$ cat src/rtl/mdio_pkg.sv
package mdio_pkg;
  // strobes from control to datapath
  typedef struct packed {
    logic store;       // latch command word into the register
    logic start;       // load the frame shifter
    logic opRead;      // operation chosen for the frame being loaded
    logic shift;       // advance to the next bit (mdc falling)
    logic sample;      // capture mdioIn (mdc rising)
    logic commitRead;  // move captured data into the register upper half
  } mdioStrobe_t;
endpackage

$ cat src/rtl/mdio_ctrl.sv
module mdio_ctrl
  import mdio_pkg::*;
#(
  parameter int MDC_HALF     = 2,
  parameter int PREAMBLE_LEN = 32
) (
  input  logic        clk,
  input  logic        rstN,
  input  logic        cmdWrEn,
  input  logic        rdReq,
  input  logic        wrReq,
  output mdioStrobe_t strb,
  output logic        mdc,
  output logic        mdioOe,
  output logic        busy
);
  localparam int FRAME_LEN  = PREAMBLE_LEN + 32;
  localparam int DRIVE_LEN  = PREAMBLE_LEN + 14;
  localparam int IDX_W      = $clog2(FRAME_LEN);
  localparam int DIV_W      = $clog2(MDC_HALF + 1);
  localparam logic [IDX_W-1:0] LAST_IDX  = IDX_W'(FRAME_LEN - 1);
  localparam logic [IDX_W-1:0] DRIVE_END = IDX_W'(DRIVE_LEN);
  localparam logic [DIV_W-1:0] DIV_LAST  = DIV_W'(MDC_HALF - 1);

  logic [DIV_W-1:0] divCnt;
  logic [IDX_W-1:0] bitIdx;
  logic             isRead;
  logic             edgeTick;
  logic             lastBit;

  assign edgeTick = busy && (divCnt == DIV_LAST);
  assign lastBit  = (bitIdx == LAST_IDX);

  always_comb begin
    strb.store      = cmdWrEn && !busy;
    strb.start      = cmdWrEn && !busy && (rdReq || wrReq);
    strb.opRead     = rdReq;
    strb.sample     = edgeTick && !mdc;
    strb.shift      = edgeTick && mdc && !lastBit;
    strb.commitRead = edgeTick && mdc && lastBit && isRead;
  end

  assign mdioOe = busy && (!isRead || (bitIdx < DRIVE_END));

  always_ff @(posedge clk) begin
    if (!rstN) begin
      busy   <= 1'b0;
      mdc    <= 1'b0;
      divCnt <= '0;
      bitIdx <= '0;
      isRead <= 1'b0;
    end else if (!busy) begin
      if (strb.start) begin
        busy   <= 1'b1;
        isRead <= rdReq;
        divCnt <= '0;
        bitIdx <= '0;
        mdc    <= 1'b0;
      end
    end else if (edgeTick) begin
      divCnt <= '0;
      mdc    <= !mdc;
      if (mdc) begin
        if (lastBit) busy <= 1'b0;
        else         bitIdx <= bitIdx + 1'b1;
      end
    end else begin
      divCnt <= divCnt + 1'b1;
    end
  end

  // clock stays low outside a frame
  p_mdc_idle_r6: assert property (@(posedge clk) disable iff (!rstN)
    !busy |-> !mdc);
  // a command without an operation never starts a frame
  p_noop_idle_r5: assert property (@(posedge clk) disable iff (!rstN)
    (cmdWrEn && !busy && !rdReq && !wrReq) |=> !busy);
  // an accepted operation raises busy on the next clock
  p_start_busy_r7: assert property (@(posedge clk) disable iff (!rstN)
    (cmdWrEn && !busy && (rdReq || wrReq)) |=> busy);
endmodule

$ cat src/rtl/mdio_datapath.sv
module mdio_datapath
  import mdio_pkg::*;
#(
  parameter int PREAMBLE_LEN = 32
) (
  input  logic        clk,
  input  logic        rstN,
  input  mdioStrobe_t strb,
  input  logic [31:0] cmdWrData,
  input  logic        mdioIn,
  input  logic        busy,
  output logic        mdioOut,
  output logic [31:0] regValue
);
  localparam int FRAME_LEN = PREAMBLE_LEN + 32;

  logic [31:0]          cmdReg;
  logic [FRAME_LEN-1:0] frameSr;
  logic [15:0]          rdSr;
  logic [31:0]          frameBody;

  always_comb begin
    frameBody = {2'b01, (strb.opRead ? 2'b10 : 2'b01),
                 cmdWrData[15:11], cmdWrData[10:6], 2'b10,
                 (strb.opRead ? 16'h0000 : cmdWrData[31:16])};
  end

  always_ff @(posedge clk) begin
    if (!rstN) begin
      cmdReg  <= '0;
      frameSr <= '0;
      rdSr    <= '0;
    end else begin
      if (strb.store)      cmdReg <= {cmdWrData[31:3], 1'b0, cmdWrData[1:0]};
      if (strb.commitRead) cmdReg[31:16] <= rdSr;
      if (strb.start)      frameSr <= {{PREAMBLE_LEN{1'b1}}, frameBody};
      else if (strb.shift) frameSr <= {frameSr[FRAME_LEN-2:0], 1'b0};
      if (strb.sample)     rdSr <= {rdSr[14:0], mdioIn};
    end
  end

  assign mdioOut  = frameSr[FRAME_LEN-1];
  assign regValue = {cmdReg[31:3], busy, cmdReg[1:0]};

  // committing read data leaves the lower half alone
  p_low_keep_r4: assert property (@(posedge clk) disable iff (!rstN)
    strb.commitRead |=> $stable(cmdReg[15:0]));
endmodule

$ cat src/rtl/mdio_cmd_master.sv
module mdio_cmd_master #(
  parameter int MDC_HALF     = 2,
  parameter int PREAMBLE_LEN = 32
) (
  input  logic        clk,
  input  logic        rstN,
  input  logic        cmdWrEn,
  input  logic [31:0] cmdWrData,
  output logic [31:0] cmdRdData,
  output logic        mdc,
  output logic        mdioOut,
  output logic        mdioOe,
  input  logic        mdioIn
);
  import mdio_pkg::*;

  mdioStrobe_t strb;
  logic        busy;

  mdio_ctrl #(.MDC_HALF(MDC_HALF), .PREAMBLE_LEN(PREAMBLE_LEN)) uCtrl (
    .clk(clk), .rstN(rstN), .cmdWrEn(cmdWrEn),
    .rdReq(cmdWrData[1]), .wrReq(cmdWrData[0]),
    .strb(strb), .mdc(mdc), .mdioOe(mdioOe), .busy(busy)
  );

  mdio_datapath #(.PREAMBLE_LEN(PREAMBLE_LEN)) uData (
    .clk(clk), .rstN(rstN), .strb(strb), .cmdWrData(cmdWrData),
    .mdioIn(mdioIn), .busy(busy), .mdioOut(mdioOut), .regValue(cmdRdData)
  );

  // data only moves on a falling clock edge within a frame
  p_out_on_fall_r6: assert property (@(posedge clk) disable iff (!rstN)
    (busy && $past(busy) && !$fell(mdc)) |-> $stable(mdioOut));
  // commands arriving while busy leave the lower register half unchanged
  p_busy_ignore_r7: assert property (@(posedge clk) disable iff (!rstN)
    (busy && cmdWrEn) |=> $stable(cmdRdData[15:3]));
endmodule

$ cat config.mk
export PLATFORM = sky130hd
export DESIGN_NAME = mdio_cmd_master
export DESIGN_NICKNAME = d
export VERILOG_FILES = /design/src/rtl/mdio_pkg.sv /design/src/rtl/mdio_ctrl.sv /design/src/rtl/mdio_datapath.sv /design/src/rtl/mdio_cmd_master.sv
export SDC_FILE = /design/constraint.sdc
export NUM_CORES = 1
export LEC_CHECK = 0
export CORE_ASPECT_RATIO = 1.75
export CORE_UTILIZATION = 62
export CTS_BUF_LIST = sky130_fd_sc_hd__clkbuf_4 sky130_fd_sc_hd__clkbuf_8
export DETAILED_ROUTE_END_ITERATION = 7
export DONT_BUFFER_PORTS = 1
export PLACE_DENSITY = 0.84
export RECOVER_POWER = 100
export SLEW_MARGIN = 20
export SYNTH_ARGS = -nofsm -noshare
export SYNTH_HDL_FRONTEND = slang
export SYNTH_HIERARCHICAL = 1
export SYNTH_SLANG_ARGS = --single-unit
$ cat constraint.sdc
create_clock -name clk -period 2 [get_ports clk]
set_input_delay 0.1 -clock clk [delete_from_list [all_inputs] [get_ports clk]]
set_output_delay 0.1 -clock clk [all_outputs]
set_load 0.03 [all_outputs]
==> impl_metrics.py <==
metrics = {
    "cts": {
        "cts_max_path_buffers": 2,
        "worst_skew_pair.late_latency_ns": 0.44,
        "cts_max_level": 4,
        "cts_bufs_inserted": 17,
        "clock_tree.root_cell": "sky130_fd_sc_hd__clkbuf_8",
        "clock_sinks": 122,
        "path_clk_slew_ns": 0.06,
        "tritoncts": "yes",
    },
    "status": {
        "status": "finished clean",
    },
    "layout": {
        "stdcell_count": 647,
        "top_library_cells_by_usage_in_the_layout_fill_and_taps_aside": "122 x sky130_fd_sc_hd__dfxtp_1, 109 x sky130_fd_sc_hd__mux2i_1, 40 x sky130_fd_sc_hd__o21ai_0",
        "share_of_layout_cells_above_drive_strength_1": 0.110,
        "num-nets-final": 579,
        "post_layout_instance_area_mm2": 0.00604,
        "areaGrowthSynthToFinish_pct": 14.7,
        "diodes": 0,
        "layout.cells.most_common": "sky130_fd_sc_hd__dfxtp_1",
    },
    "setup_path": {
        "crit_end_element": "flop",
        "timing.setup.critical_path_class": "flop to flop",
        "crit_path_cell_chain": "ha_2, a41oi_4, buf_4, buf_12, mux2_2, o21a_1",
        "critical_path.slowest_cell": "sky130_fd_sc_hd__dfxtp_1",
        "crit_path_max_fanout": 14,
        "slowest_delay_ns": 0.38,
        "start_kind": "flop",
        "required_ns": 2.32,
        "data_arrival_time_of_the_critical_path_ns": 2.22,
    },
    "place": {
        "post-place-cells": 577,
        "gp_routability_congestion": 0.769,
        "place.port_buffers": 0,
        "placement.cell_area_mm2": 0.00525,
        "dp_hpwl_um": 6490,
        "preCtsSetupSlack_ns": 0.0760,
    },
    "power_and_ir_drop": {
        "power.switching_w": 0.00132,
        "power_leakage_nw": 2.13,
        "share_seq_of_total_power": 0.512,
        "irDropWorstVdd_uv": 640,
        "swShare": 0.247,
        "combinationalPowerShare": 0.088,
        "p_int_w": 0.00405,
        "clockPowerShare": 0.401,
        "total_power_w": 0.00537,
        "power_density_relative_to_cell_area_mw_per_mm2": 889,
    },
    "drt": {
        "post_drt_via_cell_ratio": 5.89,
        "wl_per_cell_um": 17.2,
        "postRouteWirelength_um": 11100,
        "dr_total_vias": 3813,
        "final_antenna_net_count": 0,
        "drt_pre_antenna_iters": 4,
        "drt_drc_violations_left": 0,
        "drt_iter0_drc": 206,
    },
    "logic_synthesis": {
        "average_cell_area_after_synthesis_um2": 10.3,
        "synth_largest_type_area_fraction": 0.463,
        "yosysTopAreaCell": "sky130_fd_sc_hd__dfxtp_1",
        "ys_seq_elements": 122,
        "synthTopCellsByArea": "sky130_fd_sc_hd__dfxtp_1 46%, sky130_fd_sc_hd__mux2i_1 21%, sky130_fd_sc_hd__a21boi_0 4.4%",
        "synth.distinct_cells": 42,
        "synth_nets": 549,
        "synth_sequential_area_ratio": 0.463,
        "cell_area_synth_mm2": 0.00527,
        "asyncSetResetFlopFracSynth": 0,
        "postSynth.topFlopCell": "sky130_fd_sc_hd__dfxtp_1",
        "syn-instance-count": 512,
        "yosys_warnings": 6,
        "number_of_enable_flip_flop_cells_after_synthesis": 0,
    },
    "sta": {
        "layout_setup_ws_ns": 0.106,
        "hold_viol_final": 0,
        "share_of_the_clock_period_used_by_the_worst_path_after_layout": 0.947,
        "setup_total_negative_slack_ns": 0,
        "layout_min_cycle_time_ns": 1.89,
        "grt_setup_unrepaired": "false",
        "clock_skew_ns": 0.0163,
        "achievable-frequency_mhz": 528,
        "worst_slew_margin_rel": 0.352,
        "report.final.setup_viol": 0,
        "drv_slew": 0,
        "timing_worst_slew_pin_value_ns": 0.972,
    },
    "floorplan": {
        "floorplan.initialDensity": 0.638,
        "top_level_ports": 71,
        "die_w_um": 71.7,
        "die_height_um": 124,
        "fp.dieArea_mm2": 0.00889,
        "coreArea_mm2": 0.00826,
        "placement_rows": 44,
    },
    "job": {
        "drv.max_cap_violation_count": 0,
    },
    "global_routing": {
        "largest_net_degree_at_the_start_of_global_routing": 120,
        "grt_pass1_vias": 3628,
        "grt-ovfl-total": 0,
        "grt_util_all_layers": 0.256,
        "grt_pass1_wl_um": 17200,
        "number_of_antenna_violations_at_the_first_check_in_global_routing": 0,
    },
    "min_path": {
        "timing.hold.worst.class": "input port to flop",
    },
}
-- cell usage after synthesis (3+ instances only) --
master	count
sky130_fd_sc_hd__mux2i_1	109
sky130_fd_sc_hd__dfxtp_1	122
sky130_fd_sc_hd__and2_1	16
sky130_fd_sc_hd__a21boi_0	31
sky130_fd_sc_hd__nand3b_1	16
sky130_fd_sc_hd__a21oi_1	29
sky130_fd_sc_hd__a31oi_1	4
sky130_fd_sc_hd__o21a_1	4
sky130_fd_sc_hd__buf_8	3
sky130_fd_sc_hd__o21ai_0	31
sky130_fd_sc_hd__nor2_1	10
sky130_fd_sc_hd__nand2_1	13
sky130_fd_sc_hd__inv_1	7
sky130_fd_sc_hd__buf_2	8
sky130_fd_sc_hd__clkbuf_1	17
sky130_fd_sc_hd__o21ai_1	15
sky130_fd_sc_hd__nor2b_1	32
sky130_fd_sc_hd__buf_4	10
sky130_fd_sc_hd__nand3_1	5
-- what timing repair did --
| item | in CTS | in global routing |
|---|---|---|
| endpoints found under the hold margin | 122 | 0 |
| hold buffers | 33 | 0 |
| setup endpoints to repair | 0 | 16 |
| gates resized for setup | 0 | 2 |
| buffers inserted | 0 | 4 |
-- logic make-up (layout without fill, tap and decap cells) --
kind of cell | after synthesis | after routing | synth area share
compound gates | 126 | 126 | 0.146
flops | 122 | 122 | 0.463
mux | 111 | 111 | 0.211
simple gates | 101 | 101 | 0.116
buf+inv | 50 | 93 | 0.0601
fa+ha+maj | 1 | 1 | 0.00237
xor+xnor | 1 | 1 | 0.00166
-- sequential cells by signal, summed over array words and instances (netlist names) --
signal / flops
uCtrl/busy: 1
uCtrl/bitIdx: 6
uData/rdSr: 16
uCtrl/isRead: 1
uCtrl/mdc: 1
uCtrl/divCnt: 2
uData/cmdReg: 31
uData/frameSr: 64
-- power groups by stage --
stage | clock network, W | registers, W | logic, W
final | 0.00215 | 0.00275 | 0.000471
after global routing | 0.00231 | 0.00276 | 0.000519
after detailed placement | 0 | 0.00280 | 0.000361
after CTS | 0.00219 | 0.00274 | 0.000462
after floorplan | 0 | 0.00277 | 0.000347
after global placement | 0 | 0.00279 | 0.000344
-- stage by stage --
step	hold slack, ns	util
2_1_floorplan	0.209	-
3_3_place_gp	0.227	0.636
3_5_place_dp	0.231	0.636
4_1_cts	0.0132	0.726
5_1_grt	0.0138	0.732
6_report	0.0292	0.732
-- area by class of cell --
class | instances | area, µm²
well taps | 92 | 115
inverters | 8 | 30.0
repair buffers | 53 | 523
fillers | 569 | 2210
clock inverters | 8 | 92.6
flip-flops and latches | 122 | 2440
multi-input cells | 340 | 2540
clock buffers | 24 | 305
-- per-layer routing --
metal  global-route usage  share of wire
met5                    0              0
met4                0.136          0.030
met3               0.0987          0.050
met2                0.444           0.55
met1                0.263           0.37
-- worst max-delay path: cells and delay by family (launching register included) --
family | cells | cell delay (ns)
fa+ha+maj | 1 | 0.25
buf+inv | 2 | 0.33
compound gates | 2 | 0.49
mux | 1 | 0.34
flops | 1 | 0.38
-- path summary, 6_finish.rpt --
path | start | end | slack [ns] | cells past startpoint
max | uCtrl/bitIdx[1]$_SDFFE_PN0P_ | uData/frameSr[17]$_SDFFE_PN0P_ | 0.11 | 6
min | cmdWrEn | uCtrl/bitIdx[0]$_SDFFE_PN0P_ | 0.03 | 3
max reg2reg | uCtrl/bitIdx[1]$_SDFFE_PN0P_ | uData/frameSr[17]$_SDFFE_PN0P_ | 0.11 | 6
min reg2reg | uCtrl/divCnt[1]$_SDFFE_PN0P_ | uCtrl/divCnt[1]$_SDFFE_PN0P_ | 0.48 | 2
(Power assumes the default switching activity.)
